==> src/rtl/syn_pkg.sv <==
package syn_pkg;
  typedef enum logic [1:0] {
    STEP_NONE = 2'd0,
    STEP_UP   = 2'd1,
    STEP_DOWN = 2'd2
  } step_e;
endpackage

==> src/rtl/syn_phase_latch.sv <==
module syn_phase_latch (
  input  logic clk,
  input  logic rst_n,
  input  logic cap,
  input  logic state_a,
  input  logic state_b,
  output logic corr_pos
);
  // product of two +/-1 states: positive when the bits agree
  always_ff @(posedge clk) begin
    if (!rst_n)   corr_pos <= 1'b1;
    else if (cap) corr_pos <= ~(state_a ^ state_b);
  end
endmodule

==> src/rtl/syn_weight_store.sv <==
module syn_weight_store
  import syn_pkg::*;
#(
  parameter int MAG_W = 4
) (
  input  logic             clk,
  input  logic             rst_n,
  input  logic             load_en,
  input  logic             load_sign,
  input  logic [MAG_W-1:0] load_mag,
  input  step_e            step,
  output logic             w_sign,
  output logic [MAG_W-1:0] w_mag
);
  localparam logic [MAG_W-1:0] MAG_MAX = {MAG_W{1'b1}};
  localparam logic [MAG_W-1:0] MAG_ONE = {{(MAG_W-1){1'b0}}, 1'b1};
  localparam logic [MAG_W-1:0] MAG_ZERO = '0;

  logic             nxt_sign;
  logic [MAG_W-1:0] nxt_mag;

  always_comb begin
    nxt_sign = w_sign;
    nxt_mag  = w_mag;
    if (load_en) begin
      nxt_mag  = load_mag;
      nxt_sign = load_sign && (load_mag != MAG_ZERO);
    end else begin
      unique case (step)
        STEP_UP: begin
          if (!w_sign) begin
            if (w_mag != MAG_MAX) nxt_mag = w_mag + MAG_ONE;
          end else begin
            nxt_mag  = w_mag - MAG_ONE;
            nxt_sign = (w_mag != MAG_ONE);
          end
        end
        STEP_DOWN: begin
          if (w_sign) begin
            if (w_mag != MAG_MAX) nxt_mag = w_mag + MAG_ONE;
          end else if (w_mag == MAG_ZERO) begin
            nxt_mag  = MAG_ONE;
            nxt_sign = 1'b1;
          end else begin
            nxt_mag = w_mag - MAG_ONE;
          end
        end
        default: ;
      endcase
    end
  end

  always_ff @(posedge clk) begin
    if (!rst_n) begin
      w_sign <= 1'b0;
      w_mag  <= '0;
    end else begin
      w_sign <= nxt_sign;
      w_mag  <= nxt_mag;
    end
  end
endmodule

==> src/rtl/syn_signed_gate.sv <==
module syn_signed_gate #(
  parameter int MAG_W = 4
) (
  input  logic             en,
  input  logic             state,
  input  logic             w_sign,
  input  logic [MAG_W-1:0] w_mag,
  output logic             p_sign,
  output logic [MAG_W-1:0] p_mag
);
  always_comb begin
    p_mag  = en ? w_mag : '0;
    p_sign = en && (p_mag != '0) && (w_sign ^ ~state);
  end
endmodule

==> src/rtl/corr_synapse.sv <==
module corr_synapse
  import syn_pkg::*;
#(
  parameter int MAG_W = 4
) (
  input  logic             clk,
  input  logic             rst_n,
  input  logic             pre_state,
  input  logic             post_state,
  input  logic             cap_free,
  input  logic             cap_clamp,
  input  logic             adjust,
  input  logic             load_en,
  input  logic             load_sign,
  input  logic [MAG_W-1:0] load_mag,
  input  logic             fwd_en,
  input  logic             bwd_en,
  output logic             w_sign,
  output logic [MAG_W-1:0] w_mag,
  output logic             fwd_sign,
  output logic [MAG_W-1:0] fwd_mag,
  output logic             bwd_sign,
  output logic [MAG_W-1:0] bwd_mag
);
  localparam int NPH = 2;  // 0: free phase, 1: clamped phase
  localparam int NDIR = 2; // 0: forward, 1: backward

  logic [NPH-1:0] cap_vec;
  logic [NPH-1:0] corr_vec;
  logic           free_pos;
  logic           clamp_pos;
  step_e          step;

  assign cap_vec = {cap_clamp, cap_free};

  genvar g;
  generate
    for (g = 0; g < NPH; g++) begin : g_phase
      syn_phase_latch u_lat (
        .clk(clk), .rst_n(rst_n), .cap(cap_vec[g]),
        .state_a(pre_state), .state_b(post_state),
        .corr_pos(corr_vec[g])
      );
    end
  endgenerate

  assign free_pos  = corr_vec[0];
  assign clamp_pos = corr_vec[1];

  always_comb begin
    step = STEP_NONE;
    if (adjust && (clamp_pos != free_pos))
      step = clamp_pos ? STEP_UP : STEP_DOWN;
  end

  syn_weight_store #(.MAG_W(MAG_W)) u_wt (
    .clk(clk), .rst_n(rst_n), .load_en(load_en), .load_sign(load_sign),
    .load_mag(load_mag), .step(step), .w_sign(w_sign), .w_mag(w_mag)
  );

  logic [NDIR-1:0]       dir_en;
  logic [NDIR-1:0]       dir_state;
  logic [NDIR-1:0]       dir_sign;
  logic [MAG_W-1:0]      dir_mag [NDIR];

  assign dir_en    = {bwd_en, fwd_en};
  assign dir_state = {post_state, pre_state};

  generate
    for (g = 0; g < NDIR; g++) begin : g_dir
      syn_signed_gate #(.MAG_W(MAG_W)) u_gate (
        .en(dir_en[g]), .state(dir_state[g]), .w_sign(w_sign), .w_mag(w_mag),
        .p_sign(dir_sign[g]), .p_mag(dir_mag[g])
      );
    end
  endgenerate

  assign fwd_sign = dir_sign[0];
  assign fwd_mag  = dir_mag[0];
  assign bwd_sign = dir_sign[1];
  assign bwd_mag  = dir_mag[1];
endmodule

==> config.mk <==
export PLATFORM = sky130hd
export DESIGN_NAME = corr_synapse
export DESIGN_NICKNAME = d
export VERILOG_FILES = /design/src/rtl/syn_pkg.sv /design/src/rtl/syn_phase_latch.sv /design/src/rtl/syn_weight_store.sv /design/src/rtl/syn_signed_gate.sv /design/src/rtl/corr_synapse.sv
export SDC_FILE = /design/constraint.sdc
export NUM_CORES = 1
export LEC_CHECK = 0
export ABC_CLOCK_PERIOD_IN_PS = 3000
export BUFFER_PORTS_ARGS = -buffer_cell sky130_fd_sc_hd__buf_2
export CORE_MARGIN = 2
export CORE_UTILIZATION = 44
export DETAILED_ROUTE_END_ITERATION = 10
export MAX_ROUTING_LAYER = met4
export PLACE_DENSITY = 0.77
export SLEW_MARGIN = 20
export SYNTH_ARGS = -nofsm -noshare
export SYNTH_HDL_FRONTEND = slang
export SYNTH_SLANG_ARGS = --single-unit
==> constraint.sdc <==
create_clock -name clk -period 3 [get_ports clk]
set_input_delay 0.15 -clock clk [delete_from_list [all_inputs] [get_ports clk]]
set_output_delay 0.15 -clock clk [all_outputs]
set_load 0.02 [all_outputs]
; ---- Yosys cells after proc, flatten, opt, wreduce, memory -nomap -nowiden
; Index checks and enable logic that the tools add are counted.
[word_totals]
rom_bits = 0
memories = 0
input_bits = 15
ff_bits = 7
mem_bits_rw = 0
latch_bits = 0
[classes]
n_shift = 0
add_sub_neg = 2
order_cmp = 0
mux = 15
eq_ne = 5
reduce_logical = 11
bitwise_logic = 6
div_mod_pow = 0
n_mul = 0
[ops]
columns = cell, count
row1 = two-way mux 4 bit, 7
row2 = nonzero test 4 bit, 3
row3 = case mux 4 bit (2 select lines), 1
row4 = logical AND 1 bit, 6
row5 = adder 4 x 1 -> 4 bit (second input constant), 1
row6 = zero test 4 bit, 1
row7 = two-way mux 1 bit, 4
row8 = two-way mux 2 bit, 2
row9 = != test 4 x 1 -> 1 bit (second input constant), 1
row10 = != test 4 bit (second input constant), 1
row11 = subtractor 4 x 1 -> 4 bit (second input constant), 1
row12 = NOT 1 bit, 3
row13 = nonzero test 3 bit, 1
row14 = bitwise XOR 1 bit, 3
row15 = equality test 2 x 1 -> 1 bit (second input constant), 1
row16 = equality test 2 bit (second input constant), 1
row17 = case mux 1 bit (2 select lines), 1
row18 = != test 1 bit, 1

; ---- Logic depth before layout (Yosys ltp)
; Gate-level depths: netlist (run 1).
[logic_depth]
ltp_word = 6
depth_mapped = 7
ltp_nobuf = 7

; ---- By module
; From an unflattened synthesis (run 1), not the netlist that was laid out.
[hier_totals]
cells_unflattened = 106
hier_area_um2 = 803.3
[by_module_without_submodules]
columns = mod, cells_per_inst, n_inst, area_per_inst_um2
row1 = syn_weight_store, 80, 1, 585.6
row2 = syn_phase_latch, 5, 2, 51.3
row3 = syn_signed_gate, 7, 2, 48.8
row4 = corr_synapse, 2, 1, 17.5

; ---- Worst setup path before layout (run 1)
; Ideal clock, no wire load.
[synth_timing]
kind = reg2reg
from = register u_wt.w_mag[0]
to = register u_wt.w_mag[3]
required_ps = 2930
setup_slack_ps = 1245
setup_ps = 70
synth_period_minus_slack_ps = 1755
path_stages_with_launch = 8
t_arrival_ps = 1685
path_buffers = 0
path_cell_list = dfxtp_1 -> inv_1 -> ha_1 -> nor3b_2 -> or3_1 -> a22oi_2 -> o21ai_1 -> a21oi_1
[synth_between]
elab_chain_cells = 5
[synth_rtl]
columns = element, line
row1 = "start, declared", syn_weight_store.sv:13  ; output logic [MAG_W-1:0] w_mag
row2 = "start signal, assigned", syn_weight_store.sv:59  ; w_mag <= nxt_mag;
row3 = "subtractor 4 x 1 -> 4 bit, or another cell as far along", "syn_weight_store.sv:34, syn_weight_store.sv:45"
row4 = two-way mux 4 bit (on tied branches), "syn_weight_store.sv:41, syn_weight_store.sv:32, syn_weight_store.sv:40"
row5 = two-way mux 4 bit (on tied branches), "syn_weight_store.sv:39, syn_weight_store.sv:31"
row6 = case mux 4 bit (2 select lines) (*), syn_weight_store.sv:29  ; unique case (step)
row7 = two-way mux 4 bit (*), syn_weight_store.sv:25  ; if (load_en) begin
; Every way passes the cells marked *; elsewhere a longest branch is shown, timed or not.
; A chain may end at the register's enable or synchronous reset.

; ---- Worst setup path after layout (run 1)
; Same ends and word-level chain as after synthesis.

==> results of run 1 <==
-- through the flow --
stage	std cells	instance area, sq um
after floorplan	99	724
after global placement	138	861
after detailed placement	138	861
after CTS	142	887
after global routing	142	887
final	142	887
-- routing by layer --
layer	global-route usage	up-vias
li1	-	412
met1	0.236	374
met2	0.362	38
met3	0.0286	6
met4	0.152	0
met5	-	-
-- worst max path at each step --
stage	slack (ns)	startpoint	depth (start not counted)	endpoint
2_1_floorplan	1.24	u_wt.w_mag[0]	7	u_wt.w_mag[3]
3_3_place_gp	1.32	u_wt.w_mag[0]	7	u_wt.w_mag[3]
3_5_place_dp	1.21	u_wt.w_mag[0]	7	u_wt.w_mag[3]
4_1_cts	1.19	u_wt.w_mag[0]	7	u_wt.w_mag[3]
5_1_grt	1.04	u_wt.w_mag[0]	7	u_wt.w_mag[3]
6_report	1.20	u_wt.w_mag[0]	7	u_wt.w_mag[3]
-- cells in the final DEF (no fill, tap or decap), types with 2 or more instances in the layout --
master    count
dfxtp_1       7
xnor2_1       3
o21ai_1       2
xor2_1        2
nand3_1       9
buf_2        29
and2_1        9
clkbuf_4      3
nor2_1        3
nand4_1       2
inv_1         5
o21ai_0       9
nand2_1      10
nor3_1        2
a21oi_1       5
and3_1        2
ha_1          3
-- final cells by class --
class | count | share of cell area
Sequential cell | 7 | 0.158
Multi-Input combinational cell | 81 | 0.605
Clock buffer | 4 | 0.0296
Timing Repair Buffer | 29 | 0.164
Inverter | 5 | 0.0212
Tap cell | 16 | 0.0226
-- sequential cells by signal, summed over array words and instances (netlist names) --
name                    cells
g_phase.u_lat.corr_pos      2
u_wt.w_mag                  4
u_wt.w_sign                 1
-- kinds of logic after synthesis --
kind of cell / count (synthesis) / share of synthesized area
mux: 1 / 0.0207
simple gates: 44 / 0.339
compound gates: 27 / 0.247
xor+xnor: 6 / 0.0829
flops: 7 / 0.193
fa+ha+maj: 3 / 0.0518
buf+inv: 11 / 0.0656
-- power by group through the flow --
stage                     Combinational, mW  Sequential [mW]  Clock [mW]
after global placement                0.115            0.120           0
after detailed placement              0.117            0.121           0
final                                 0.118            0.119      0.0832
after global routing                  0.130            0.122      0.0941
after CTS                             0.118            0.119      0.0874
after floorplan                      0.0842            0.116           0
-- critical path: cells and delay by family (launching register included) --
kind / cells / cell delay, ns
and+or+nand+nor: 2 / 0.52
DFF: 1 / 0.49
AOI/OAI and AO/OA: 3 / 0.33
adders and majority gates: 1 / 0.26
buffers and inverters: 1 / 0.14
-- synthesized netlist by cell type, drive strengths merged --
cell,instances,area [sq um]
o211ai,1,7.51
o21ai,12,63.8
nand3b,1,11.3
dfxtp,7,140
nor3,2,10.0
clkbuf,1,3.75
a221oi,1,8.76
buf,5,25.0
xnor2,4,42.6
nand4b,1,8.76
o41a,1,11.3
ha,3,37.5
xor2,2,17.5
nand3,9,45.0
inv,5,18.8
o311ai,1,8.76
a31oi,1,6.26
o2bb2ai,1,8.76
and2,9,56.3
nor2b,1,6.26
nor3b,1,12.5
mux2,1,15.0
or3,1,6.26
nand2,10,37.5
and3,2,12.5
o32ai,1,8.76
nand4,2,12.5
and3b,1,8.76
a22oi,1,12.5
a311o,1,10.0
nor2,3,11.3
nand2b,1,6.26
o31ai,1,7.51
a21oi,5,25.0
==> impl_metrics.csv, run 1 <==
group,metric,value,unit
timing,hold_viol,0,
pwr,p_comb_frac,0.367,
floorplanning,io-pin-count,30,
hold_path,hp-class,"input pin to flip-flop",
clocking,clk_pin_slew,0.05,ns
timing,hold_ws,0.142,ns
floorplanning,die_h,44.6,um
clocking,cts_buffers,3,
cells_and_area,fin_util,0.582,
setup_path,cp.required,3.18,ns
timing,finalSetupViolCount,0,
setup_path,r2r_end,"u_wt.w_mag[3]",
timing,skew,0.00175,ns
routing,drt_iter0_markers,24,
floorplanning,rows,14,
setup_path,r2r_start,"u_wt.w_mag[0]",
floorplanning,die_w,44.6,um
cells_and_area,regArea,140,sq um
setup_path,worstSetupPathType,"flip-flop to flip-flop",
pwr,pwr-share-clk,0.260,
routing,finalWirelength,1850,um
cells_and_area,drive_gt1_frac,0.302,
pwr,seq_power_share,0.373,
place,post-place-ws,1.21,ns
timing,final.setup.worst_slack,1.20,ns
routing,top_layer,"met4",
hold_path,holdPathStages,2,
setup_path,start_kind,"flip-flop",
hold_path,min_to,"g_phase[1].u_lat.corr_pos",
cells_and_area,multi_input_area,537,sq um
cells_and_area,antenna_cells,0,
synthesis,synth-warning-count,0,
floorplanning,die-area,1990,sq um
cells_and_area,syn_to_final_growth,22.5,%
synthesis,netlist_instances,99,
clocking,cts_root_buf,"clkbuf_4",
synthesis,netlist-cell-type-count,39,
synthesis,syn-cell-area,724,sq um
timing,drv_slew,0,
synthesis,synthesis.nets,117,
synthesis,synth-seq-area-share,0.193,
timing,rsz0062_at_grt,"false",
synthesis,ys_ff_latch,7,
setup_path,crit_path_max_fanout,10,
clocking,clk_latency,0.25,ns
place,numPortBuffers,29,
place,hpwl,1490,um
pwr,swShare,0.366,
place,gp_congestion,0.863,
pwr,power,320,uW
routing,first_pass_iters,4,
timing,setup_tns,0,ns
clocking,clockBufferDepth,2,
routing,wl_met2,862,um
clocking,ctsResizeCount,0,
pwr,p_switching,117,uW
global_route,grt_usage,0.218,
clocking,clkSinkCount,7,
global_route,grt_pass1_wl,3060,um
clocking,post_cts_buffers,0,
pwr,power_leakage,0.413,nW
floorplanning,start_util,0.475,
setup_path,max_stage_delay,0.49,ns
setup_path,cpMaxStageDelayCell,"dfxtp_1",
timing,tightest_slew,0.617,ns
timing,max_freq,0.557,GHz
hold_path,hp-start,"rst_n",
clocking,cts_tree,"yes",
pwr,peakVddDrop,237,uV
setup_path,endpoint_kind,"flip-flop",
cells_and_area,fill_cells,152,
cells_and_area,final_nets,145,
routing,drt-wirelength-per-cell,13.0,um
global_route,grt_max_degree,17,
global_route,antenna_found_initial,0,
status,status,"finished, final reports clean",
global_route,grt_pass1_vias,740,
routing,route.detailed.drc,0,
pwr,p_int,203,uW
clocking,cts_hold_buf,0,
setup_path,path_cells,"inv_1 > ha_1 > nor3b_2 > or3_1 > a22oi_2 > o21ai_1 > a21oi_1",
routing,viasPerCell,5.85,
timing,period_share,0.599,
setup_path,reg2reg_depth,7,
synthesis,syn_avg_cell_area,7.32,sq um
timing,relSlewSlack,0.588,
timing,period_needed,1.80,ns
routing,wl_met3,132,um
routing,vias,830,
global_route,gr-total-overflow,0,
clocking,htree_levels,1,
floorplanning,core,1520,sq um
setup_path,crit_arrival,1.98,ns
setup_path,rrSetupSlack,1.20,ns
routing,drt-met1-wl,805,um
pwr,powerDensity,361,nW/um^2
job,drv_cap,0,
routing,antenna_left,0,
Power figures use the tool's default switching activity.
==> run 2: changes to the inputs <==
ABC_CLOCK_PERIOD_IN_PS = 1700   (was 3000)
clock period = 1.7 ns   (was 3 ns; I/O delays follow)
==> run 2 against run 1 <==
  * Clock power up 80%
  * Core utilization rose by 3.9 points
  * Power is 85% higher
  * Setup slack got worse by 1.1 ns
  * Sequential share of layout area down 0.34 points
  * Final area increased by 6.8%
  * Highest routed layer is now met3
  * Worst hold slack worse by 0.077 ns
  * Wire length rose by 7.9%
  * Combinational power rose by 100%
==> impl_metrics.csv, run 2 (same netlist as run 1, synthesis figures left out) <==
group,metric,value,unit
routing,antenna_left,0,
floorplanning,core,1520,sq um
routing,finalWirelength,1990,um
global_route,grt_pass1_vias,705,
floorplanning,start_util,0.475,
cells_and_area,largest_register_ffs,4,
cells_and_area,final_cell_mix,"29 x buf_2, 10 x nand2_1, 9 x and2_1, 9 x nand3_1, 9 x o21ai_0",
setup_path,crit_path_max_fanout,8,
pwr,powerDensity,624,nW/um^2
clocking,clk_latency,0.25,ns
clocking,clk_pin_slew,0.05,ns
timing,period_share,0.922,
routing,first_pass_iters,4,
status,status,"finished, final reports clean",
timing,rsz0062_at_grt,"false",
cells_and_area,largest-register,"u_wt.w_mag",
timing,tightest_slew,0.421,ns
routing,viasPerCell,5.89,
place,gp_congestion,0.865,
timing,setup_tns,0,ns
setup_path,endpoint_kind,"flip-flop",
timing,max_freq,0.638,GHz
setup_path,reg2reg_depth,7,
global_route,grt_pass1_wl,3160,um
floorplanning,die_h,44.6,um
clocking,cts_tree,"yes",
cells_and_area,final_nets,151,
global_route,gr-total-overflow,0,
floorplanning,die-area,1990,sq um
job,drv_cap,0,
clocking,cts_root_buf,"clkbuf_4",
timing,drv_slew,0,
setup_path,start_kind,"flip-flop",
routing,drt-wirelength-per-cell,13.5,um
hold_path,hp-class,"input pin to flip-flop",
place,numPortBuffers,29,
floorplanning,rows,14,
cells_and_area,antenna_cells,0,
timing,period_needed,1.57,ns
clocking,cts_buffers,3,
cells_and_area,final_common_cell,"buf_2",
cells_and_area,syn_to_final_growth,30.7,%
clocking,htree_levels,1,
clocking,clockBufferDepth,2,
pwr,power,591,uW
timing,relSlewSlack,0.719,
setup_path,crit_arrival,1.71,ns
hold_path,holdPathStages,3,
timing,hold_viol,0,
routing,vias,871,
setup_path,worstSetupPathType,"flip-flop to flip-flop",
pwr,power_leakage,0.446,nW
cells_and_area,drive_gt1_frac,0.364,
routing,route.detailed.drc,0,
place,hpwl,1620,um
global_route,antenna_found_initial,0,
timing,finalSetupViolCount,0,
timing,skew,0.00578,ns
pwr,peakVddDrop,492,uV
floorplanning,io-pin-count,30,
setup_path,cp.required,1.84,ns
global_route,grt_usage,0.225,
global_route,grt_max_degree,12,
floorplanning,die_w,44.6,um
cells_and_area,reg.largest.list,"u_wt.w_mag: 4 flops, g_phase.u_lat.corr_pos: 2 flops, u_wt.w_sign: 1 flops",
routing,drt_iter0_markers,27,
clocking,clkSinkCount,7,
==> run 2: what timing repair did <==
item / 4_1_cts / 5_1_grt
hold buffers: 0 / 0
resized for setup: 0 / 4
buffers inserted: 0 / 0
setup endpoints to repair: 0 / 4
==> run 2: metal layers <==
metal / GRT usage / up-vias / wire length, um
li1: - / 424 / -
met3: 0.0776 / 0 / 165
met2: 0.354 / 35 / 985
met4: 0.0242 / 0 / 0
met5: - / - / 0
met1: 0.285 / 412 / 841
==> run 2: area by class of cell <==
type,instances,area (sq um)
well taps,16,20.0
fillers,155,577
flip-flops and latches,7,146
inverters,5,18.8
multi-input cells,81,546
clock buffers,4,26.3
repair buffers,35,190
==> run 2: worst paths after layout <==
check | from | endpoint | slack [ns]
setup / recovery | u_wt.w_mag[1] | u_wt.w_mag[1] | 0.13
hold / removal | cap_free | g_phase[0].u_lat.corr_pos | 0.06
setup reg to reg | u_wt.w_mag[1] | u_wt.w_mag[1] | 0.13
hold reg to reg | u_wt.w_mag[0] | u_wt.w_mag[0] | 0.52
==> run 2: worst max-delay path, cell delays in order (launching register included) <==
cell and delay, ns:
dfxtp_4 0.36, inv_1 0.10, ha_2 0.22, nor3b_4 0.23, nor3_1 0.08, a311o_1 0.32, nand3_1 0.08, a21oi_1 0.06
==> run 2: stage by stage <==
step	cell area [sq um]	hold slack, ns	util	setup WS, ns	instances
after global routing	947	0.0743	0.622	0.00594	148
after global placement	908	0.317	0.596	0.166	144
after CTS	935	0.0653	0.613	0.0889	148
after detailed placement	908	0.327	0.596	0.102	144
final	947	0.0646	0.622	0.132	148
after floorplan	727	0.218	-	0.0910	99
==> run 2: power breakdown <==
| part | switching [mW] | internal, mW | total (mW) | leakage [nW] |
|---|---|---|---|---|
| registers | 0.0266 | 0.178 | 0.204 | 0.0593 |
| clock network | 0.0606 | 0.0895 | 0.150 | 0.0150 |
| logic | 0.129 | 0.108 | 0.237 | 0.372 |
| total | 0.216 | 0.376 | 0.591 | 0.446 |
